### config.mk
export PLATFORM = sky130hd
export DESIGN_NAME = field_channel_sequencer
export DESIGN_NICKNAME = d
export VERILOG_FILES = /design/src/rtl/vidseq_pkg.sv /design/src/rtl/vidseq_vsync_sync.sv /design/src/rtl/vidseq_host_regs.sv /design/src/rtl/vidseq_dwell_ctrl.sv /design/src/rtl/field_channel_sequencer.sv
export SDC_FILE = /design/constraint.sdc
export NUM_CORES = 1
export LEC_CHECK = 0
export BUFFER_PORTS_ARGS = -buffer_cell sky130_fd_sc_hd__buf_2
export CAP_MARGIN = 15
export CORE_MARGIN = 2
export CORE_UTILIZATION = 40
export DETAILED_ROUTE_END_ITERATION = 6
export PLACE_DENSITY = 0.73
export SLEW_MARGIN = 15
export SYNTH_ARGS = -nofsm -noshare
export SYNTH_HDL_FRONTEND = slang
export SYNTH_HIERARCHICAL = 1
export SYNTH_SLANG_ARGS = --single-unit
### constraint.sdc
create_clock -name clk -period 2.2 [get_ports clk]
set_input_delay 0.44 -clock clk [delete_from_list [all_inputs] [get_ports clk]]
set_output_delay 0.44 -clock clk [all_outputs]
set_load 0.02 [all_outputs]
### src/rtl/vidseq_pkg.sv
// Shared register map and settle-state encoding for the video channel sequencer.
// Assumes a 2-bit register address and a 16-bit host data path.
package vidseq_pkg;
    localparam logic [1:0] ADDR_CMD  = 2'd0;
    localparam logic [1:0] ADDR_CTRL = 2'd1;
    localparam logic [1:0] ADDR_STAT = 2'd2;

    localparam int CTRL_RUN     = 0;
    localparam int CTRL_AUTO    = 1;
    localparam int STAT_CNT_LSB = 8;
    localparam int STAT_BUSY    = 14;
    localparam int STAT_LIVE    = 15;

    // Number of vertical-sync rises still to pass before capture is valid.
    typedef enum logic [1:0] {
        SETTLE_NONE = 2'd0,
        SETTLE_ONE  = 2'd1,
        SETTLE_TWO  = 2'd2
    } settle_e;
endpackage

### src/rtl/vidseq_vsync_sync.sv
// Synchronizes vertical sync and field parity into the pixel clock domain and
// emits a one-cycle pulse on each sync rising edge, with the parity aligned.
// Assumes the sync pulse lasts at least two clocks.
module vidseq_vsync_sync #(
    parameter int STAGES = 2
) (
    input  logic clk,
    input  logic rst_n,
    input  logic vs_in,
    input  logic par_in,
    output logic rise_o,
    output logic par_o
);
    logic [STAGES:0]   vs_q;
    logic [STAGES-1:0] par_q;

    // Shift both inputs through matched synchronizer chains.
    always_ff @(posedge clk) begin
        if (!rst_n) begin
            vs_q  <= '0;
            par_q <= '0;
        end else begin
            vs_q  <= {vs_q[STAGES-1:0], vs_in};
            par_q <= {par_q[STAGES-2:0], par_in};
        end
    end

    assign rise_o = vs_q[STAGES-1] & ~vs_q[STAGES];
    assign par_o  = par_q[STAGES-1];

    // the field-start pulse never lasts more than one cycle.
    assert_rise_single_R8: assert property (@(posedge clk) disable iff (!rst_n)
        rise_o |=> !rise_o);
endmodule

### src/rtl/vidseq_host_regs.sv
// Host register file: channel command (write), control bits (read/write) and
// status word (read). Range-checks channel commands and discards bad ones.
module vidseq_host_regs
    import vidseq_pkg::*;
#(
    parameter int NUM_CH = 24,
    parameter int CH_W   = 5,
    parameter int CNT_W  = 3,
    parameter int DATA_W = 16
) (
    input  logic              clk,
    input  logic              rst_n,
    input  logic              bus_wr,
    input  logic [1:0]        bus_addr,
    input  logic [DATA_W-1:0] bus_wdata,
    output logic [DATA_W-1:0] bus_rdata,
    input  logic [CH_W-1:0]   st_chan,
    input  logic [CNT_W-1:0]  st_cnt,
    input  logic              st_busy,
    input  logic              st_live,
    output logic              run,
    output logic              auto_mode,
    output logic              cmd_valid,
    output logic [CH_W-1:0]   cmd_chan
);
    logic cmd_in_range;

    // Hold the run and auto control bits.
    always_ff @(posedge clk) begin
        if (!rst_n) begin
            run       <= 1'b0;
            auto_mode <= 1'b0;
        end else if (bus_wr && bus_addr == ADDR_CTRL) begin
            run       <= bus_wdata[CTRL_RUN];
            auto_mode <= bus_wdata[CTRL_AUTO];
        end
    end

    // Qualify a channel command by address and range.
    assign cmd_in_range = (bus_wdata < DATA_W'(NUM_CH));
    assign cmd_valid    = bus_wr && (bus_addr == ADDR_CMD) && cmd_in_range;
    assign cmd_chan     = bus_wdata[CH_W-1:0];

    // Build read data for the addressed register.
    always_comb begin
        bus_rdata = '0;
        case (bus_addr)
            ADDR_CTRL: begin
                bus_rdata[CTRL_RUN]  = run;
                bus_rdata[CTRL_AUTO] = auto_mode;
            end
            ADDR_STAT: begin
                bus_rdata[CH_W-1:0]              = st_chan;
                bus_rdata[STAT_CNT_LSB +: CNT_W] = st_cnt;
                bus_rdata[STAT_BUSY]             = st_busy;
                bus_rdata[STAT_LIVE]             = st_live;
            end
            default: bus_rdata = '0;
        endcase
    end

    // an accepted command always names an existing channel.
    assert_cmd_in_range_R2: assert property (@(posedge clk) disable iff (!rst_n)
        cmd_valid |-> (int'(cmd_chan) < NUM_CH));
endmodule

### src/rtl/vidseq_dwell_ctrl.sv
// Channel sequencer core: counts fields per channel, steps the channel in
// automatic mode, applies host commands and tracks the blanking of unsettled
// fields. A host command wins over a sync rise in the same cycle.
module vidseq_dwell_ctrl
    import vidseq_pkg::*;
#(
    parameter int NUM_CH = 24,
    parameter int DWELL  = 6,
    parameter int CH_W   = 5,
    parameter int CNT_W  = 3
) (
    input  logic            clk,
    input  logic            rst_n,
    input  logic            field_rise,
    input  logic            field_par,
    input  logic            run,
    input  logic            auto_mode,
    input  logic            cmd_valid,
    input  logic [CH_W-1:0] cmd_chan,
    output logic [CH_W-1:0] chan,
    output logic [CNT_W-1:0] cnt,
    output logic            live,
    output logic            busy,
    output logic            cap_en,
    output logic            field_odd
);
    localparam logic [CNT_W-1:0] CNT_LAST = CNT_W'(DWELL - 1);
    localparam logic [CH_W-1:0]  CH_LAST  = CH_W'(NUM_CH - 1);

    settle_e settle;

    // Sequence channels, count fields and track the settle window.
    always_ff @(posedge clk) begin
        if (!rst_n) begin
            chan   <= '0;
            cnt    <= '0;
            live   <= 1'b0;
            settle <= SETTLE_NONE;
        end else if (!run) begin
            live   <= 1'b0;
            cnt    <= '0;
            settle <= SETTLE_NONE;
            if (cmd_valid) chan <= cmd_chan;
        end else if (cmd_valid) begin
            chan <= cmd_chan;
            cnt  <= '0;
            if (live) settle <= SETTLE_TWO;
        end else if (field_rise) begin
            if (!live) begin
                live   <= 1'b1;
                cnt    <= '0;
                settle <= SETTLE_ONE;
            end else if (settle == SETTLE_TWO) begin
                settle <= SETTLE_ONE;
            end else if (auto_mode && cnt == CNT_LAST) begin
                chan   <= (chan == CH_LAST) ? '0 : chan + 1'b1;
                cnt    <= '0;
                settle <= SETTLE_ONE;
            end else begin
                if (cnt != CNT_LAST) cnt <= cnt + 1'b1;
                settle <= SETTLE_NONE;
            end
        end
    end

    // Latch the parity tag at the start of every field.
    always_ff @(posedge clk) begin
        if (!rst_n)          field_odd <= 1'b0;
        else if (field_rise) field_odd <= field_par;
    end

    assign cap_en = live && (settle == SETTLE_NONE);
    assign busy   = live && (settle != SETTLE_NONE);

    // select and dwell count stay in range.
    assert_chan_range_R4: assert property (@(posedge clk) disable iff (!rst_n)
        int'(chan) < NUM_CH);
    assert_cnt_bound_R4: assert property (@(posedge clk) disable iff (!rst_n)
        cnt <= CNT_LAST);
    // no capture in the cycle a live channel change takes effect.
    assert_blank_on_switch_R5: assert property (@(posedge clk) disable iff (!rst_n)
        (live && $past(live) && chan != $past(chan)) |-> !cap_en);
    // manual mode never moves the select without a command.
    assert_manual_hold_R7: assert property (@(posedge clk) disable iff (!rst_n)
        (run && !auto_mode && !cmd_valid) |=> $stable(chan));
    // stopping cuts capture off.
    assert_stopped_no_capture_R3: assert property (@(posedge clk) disable iff (!rst_n)
        !run |=> !cap_en);
endmodule

### src/rtl/field_channel_sequencer.sv
// Top level of the field-counted video channel sequencer: sync front end,
// host registers and the dwell/blanking core. Assumes vsync and parity are
// asynchronous to clk and that the host bus is synchronous to clk.
module field_channel_sequencer
    import vidseq_pkg::*;
#(
    parameter int NUM_CH = 24,
    parameter int DWELL  = 6,
    parameter int DATA_W = 16,
    parameter int CH_W   = $clog2(NUM_CH),
    parameter int CNT_W  = $clog2(DWELL)
) (
    input  logic              clk,
    input  logic              rst_n,
    input  logic              vsync_in,
    input  logic              field_par_in,
    input  logic              bus_wr,
    input  logic [1:0]        bus_addr,
    input  logic [DATA_W-1:0] bus_wdata,
    output logic [DATA_W-1:0] bus_rdata,
    output logic [CH_W-1:0]   mux_sel,
    output logic              cap_en,
    output logic              field_odd
);
    logic             field_rise;
    logic             field_par;
    logic             run;
    logic             auto_mode;
    logic             cmd_valid;
    logic [CH_W-1:0]  cmd_chan;
    logic [CNT_W-1:0] cnt;
    logic             live;
    logic             busy;

    vidseq_vsync_sync #(.STAGES(2)) u_sync (
        .clk    (clk),
        .rst_n  (rst_n),
        .vs_in  (vsync_in),
        .par_in (field_par_in),
        .rise_o (field_rise),
        .par_o  (field_par)
    );

    vidseq_host_regs #(
        .NUM_CH(NUM_CH), .CH_W(CH_W), .CNT_W(CNT_W), .DATA_W(DATA_W)
    ) u_regs (
        .clk       (clk),
        .rst_n     (rst_n),
        .bus_wr    (bus_wr),
        .bus_addr  (bus_addr),
        .bus_wdata (bus_wdata),
        .bus_rdata (bus_rdata),
        .st_chan   (mux_sel),
        .st_cnt    (cnt),
        .st_busy   (busy),
        .st_live   (live),
        .run       (run),
        .auto_mode (auto_mode),
        .cmd_valid (cmd_valid),
        .cmd_chan  (cmd_chan)
    );

    vidseq_dwell_ctrl #(
        .NUM_CH(NUM_CH), .DWELL(DWELL), .CH_W(CH_W), .CNT_W(CNT_W)
    ) u_core (
        .clk        (clk),
        .rst_n      (rst_n),
        .field_rise (field_rise),
        .field_par  (field_par),
        .run        (run),
        .auto_mode  (auto_mode),
        .cmd_valid  (cmd_valid),
        .cmd_chan   (cmd_chan),
        .chan       (mux_sel),
        .cnt        (cnt),
        .live       (live),
        .busy       (busy),
        .cap_en     (cap_en),
        .field_odd  (field_odd)
    );
endmodule

==> run summary <==
status = finished clean
Die X = 58.1 µm
Fill cells = 285
hold path startpoint = vsync_in
post-CTS sizing = 0
vias = 1111
final period utilization = 89.9%
Simple-Gate Fraction of Synth Area = 29.4%
Max IR drop VDD = 0.000565 V
Synth area leaders = dfxtp_1 33%, buf_4 7.1%, and2_1 7.0%, ha_1 6.4%, nand2_1 5.5%
Setup CP Type = in2reg
HPWL after DPL = 2020 µm
post-DR vias/cell = 5.50
Initial Util = 42.4%
Post-CTS Setup Repair Bufs = 0
I/O pin cnt = 46
number of flops mapped to enable cells by yosys = 0
Worst Hold End = u_sync/vs_q[0]$_SDFF_PN0_
Pleak = 0.629 nW
setup TNS = 0 ns
Yosys warning count = 6
met1 Usage GRT = 21.1%
gpl congestion = 0.910
Hold Buf Count CTS = 0
Reg2Reg Depth = 5
footprint of the multi-input gates = 686 µm²
busiest grt layer = met2
vias in the first global route = 1039
register area share after synthesis = 32.5%
Max-cap violations = 0
register bit total from synthesis = 19
ANT nets after route = 0
Pwr Density = 437 mW/mm²
commonest non-fill, non-tap cell in the layout = buf_2
CP Capture Type = flop
crit-path max FO = 7
largest family of logic cells by synthesized area = simple AND/OR/NAND/NOR gates
hold path depth = 2
Inst Count DP = 198
Async S/R FF share, synth = 0%
initial antenna violation count = 0
Pre-antenna DRT Iters = 4
WP data arrival = 2.18 ns
most used cell, CP = nand2_1
cells after synthesis = 135
post-synthesis xor/xnor area fraction = 0%
Die Height = 58.1 µm
clk slew on worst S/H paths = 0.11 ns
non-filler cells in the finished layout = 202
Max Freq = 506 MHz
Reg-to-Reg End = u_core/chan[1]$_SDFFE_PN0P_
mux cell area share after synthesis = 0.856%
CORE AREA = 0.00276 mm²
post-synthesis compound-gate area fraction = 20.0%
CTS Root Cell = clkbuf_4
Layout area overhead = 16.7%
most frequent cells in the layout = 39 x buf_2, 19 x dfxtp_1, 17 x nand2_1
PortBufs = 39
post-DR wirelength/cell = 13.6 µm
clk_lat worst skew = 0.30 ns
CTS Buf Count = 3
Setup crit start kind = primary input
worst reg2reg path startpoint = u_core/cnt[0]$_SDFFE_PP0P_
largest net degree at the start of global routing = 18
slowest stage cell, crit path = nand2b_1
first-pass GRT wire length = 4630 µm
Synth Area in Adders = 6.42%
met3 usage = 4.91%
DRT iter0 DRCs = 39
H-Tree Level Count = 1
RSZ-0062 raised after global routing = no
final WL = 2740 µm
Total GRT Usage = 17.9%
average cell area after synthesis = 8.67 µm²
CTS tree = done
Pwr Total = 0.000597 W
Clock Sink Count = 19
post-synth top area cell = dfxtp_1
Reg area = 380 µm²
Nets = 201
Fin. Hold Viols = 0
shortest period the worst path allows = 1.98 ns
drc violations = 0
R2R Setup Slk = 0.50 ns
Cell Rows = 19
die area = 0.00337 mm²
met2 Track Usage GR = 30.4%
Slew Limit Fails = 0
Hold/Removal Path Class = in2reg
CP required = 2.41 ns
top_reg_cell synth = dfxtp_1
crit path cell chain = buf_2, inv_1, ha_1, nor4b_1, nand2_1, nor2_1, nand2b_1, nand2_1, a311oi_2
antenna diode count = 0
synthesized area = 0.00117 mm²
# setup viols final = 0
GR Overflow Total = 0
Setup Skew = 0.00538 ns
Clock Tree Buf Depth = 2
count of different cell masters after synthesis = 46
share of layout cells above drive strength 1 = 29.8%
Worst path max stage delay = 0.33 ns
share of the synthesized area in the top cell type = 32.5%
[cell type report]
| cell class | count | share of cell area [%] |
|---|---|---|
| Timing Repair Buffer | 42 | 15.9 |
| Clock buffer | 3 | 1.65 |
| Sequential cell | 19 | 27.9 |
| Multi-Input combinational cell | 102 | 50.2 |
| Tap cell | 31 | 2.84 |
| Inverter | 4 | 1.10 |
| Clock inverter | 1 | 0.367 |
[per-stage QoR]
| step | util (%) | worst slack [ns] | hold WS (ns) | instance area, µm² |
|---|---|---|---|---|
| after floorplan | - | 0.325 | 0.406 | 1190 |
| after global placement | 48.5 | 0.0938 | 0.417 | 1340 |
| after detailed placement | 48.5 | -0.0172 | 0.435 | 1340 |
| after CTS | 49.5 | 0.292 | 0.336 | 1370 |
| after global routing | 49.5 | 0.0939 | 0.321 | 1370 |
| final | 49.5 | 0.223 | 0.339 | 1370 |
[per-layer routing]
| layer | wire [µm] | up-vias |
|---|---|---|
| met5 | 0 | - |
| met4 | 48 | 0 |
| met3 | 133 | 6 |
| met2 | 1380 | 32 |
| met1 | 1180 | 528 |
| li1 | - | 545 |
[power by group]
part / switching, W / internal [W]
clock: 0.000107 / 0.0000678
combinational: 0.0000408 / 0.0000283
sequential: 0.00000299 / 0.000349
total: 0.000151 / 0.000445
[synthesized netlist by cell type, types with 2 or more instances]
cell,n
a211oi_1,2
a211o_1,2
buf_2,2
nor3b_1,3
o22ai_1,2
nand3_1,5
nor2_1,6
a22oi_1,2
nor2b_1,4
and2_1,13
buf_4,11
nand2_1,17
a21boi_0,2
nor3_1,2
dfxtp_1,19
nand2b_1,3
a41o_1,2
inv_1,4
a21oi_1,2
ha_1,6
[registers in the layout, summed over array words and instances, names as in the netlist]
name / flops
u_core/chan: 5
u_core/cnt: 3
u_core/field_odd: 1
u_core/live: 1
u_core/settle: 2
u_regs/auto_mode: 1
u_regs/run: 1
u_sync/par_q: 2
u_sync/vs_q: 3
[worst max path at each step]
stage	startpoint	endpoint	slack [ns]	cells past startpoint
5_1_grt	bus_addr[0]	u_core/chan[1]$_SDFFE_PN0P_	0.09	9
3_3_place_gp	bus_addr[0]	u_core/cnt[0]$_SDFFE_PP0P_	0.09	10
3_5_place_dp	bus_addr[0]	u_core/cnt[0]$_SDFFE_PP0P_	-0.02	10
4_1_cts	bus_addr[0]	u_core/chan[1]$_SDFFE_PN0P_	0.29	9
6_report	bus_addr[0]	u_core/chan[1]$_SDFFE_PN0P_	0.22	9
2_1_floorplan	bus_addr[0]	u_core/cnt[0]$_SDFFE_PP0P_	0.32	9
[cells by family (layout without fill, tap and decap cells)]
group / Yosys count / after routing
AO/OA/AOI/OAI: 28 / 28
flip-flops: 19 / 19
buffers and inverters: 19 / 50
AND/OR/NAND/NOR: 61 / 61
other: 1 / 6
adder cells (fa/ha/maj): 6 / 6
multiplexers: 1 / 1
[critical path: cells and delay by family]
family	cells	cell delay, ns
buffers and inverters	2	0.18
AOI/OAI and AO/OA	1	0.30
adders and majority gates	1	0.14
and+or+nand+nor	5	1.12
Note: power is estimated with default switching activity, not from simulation.
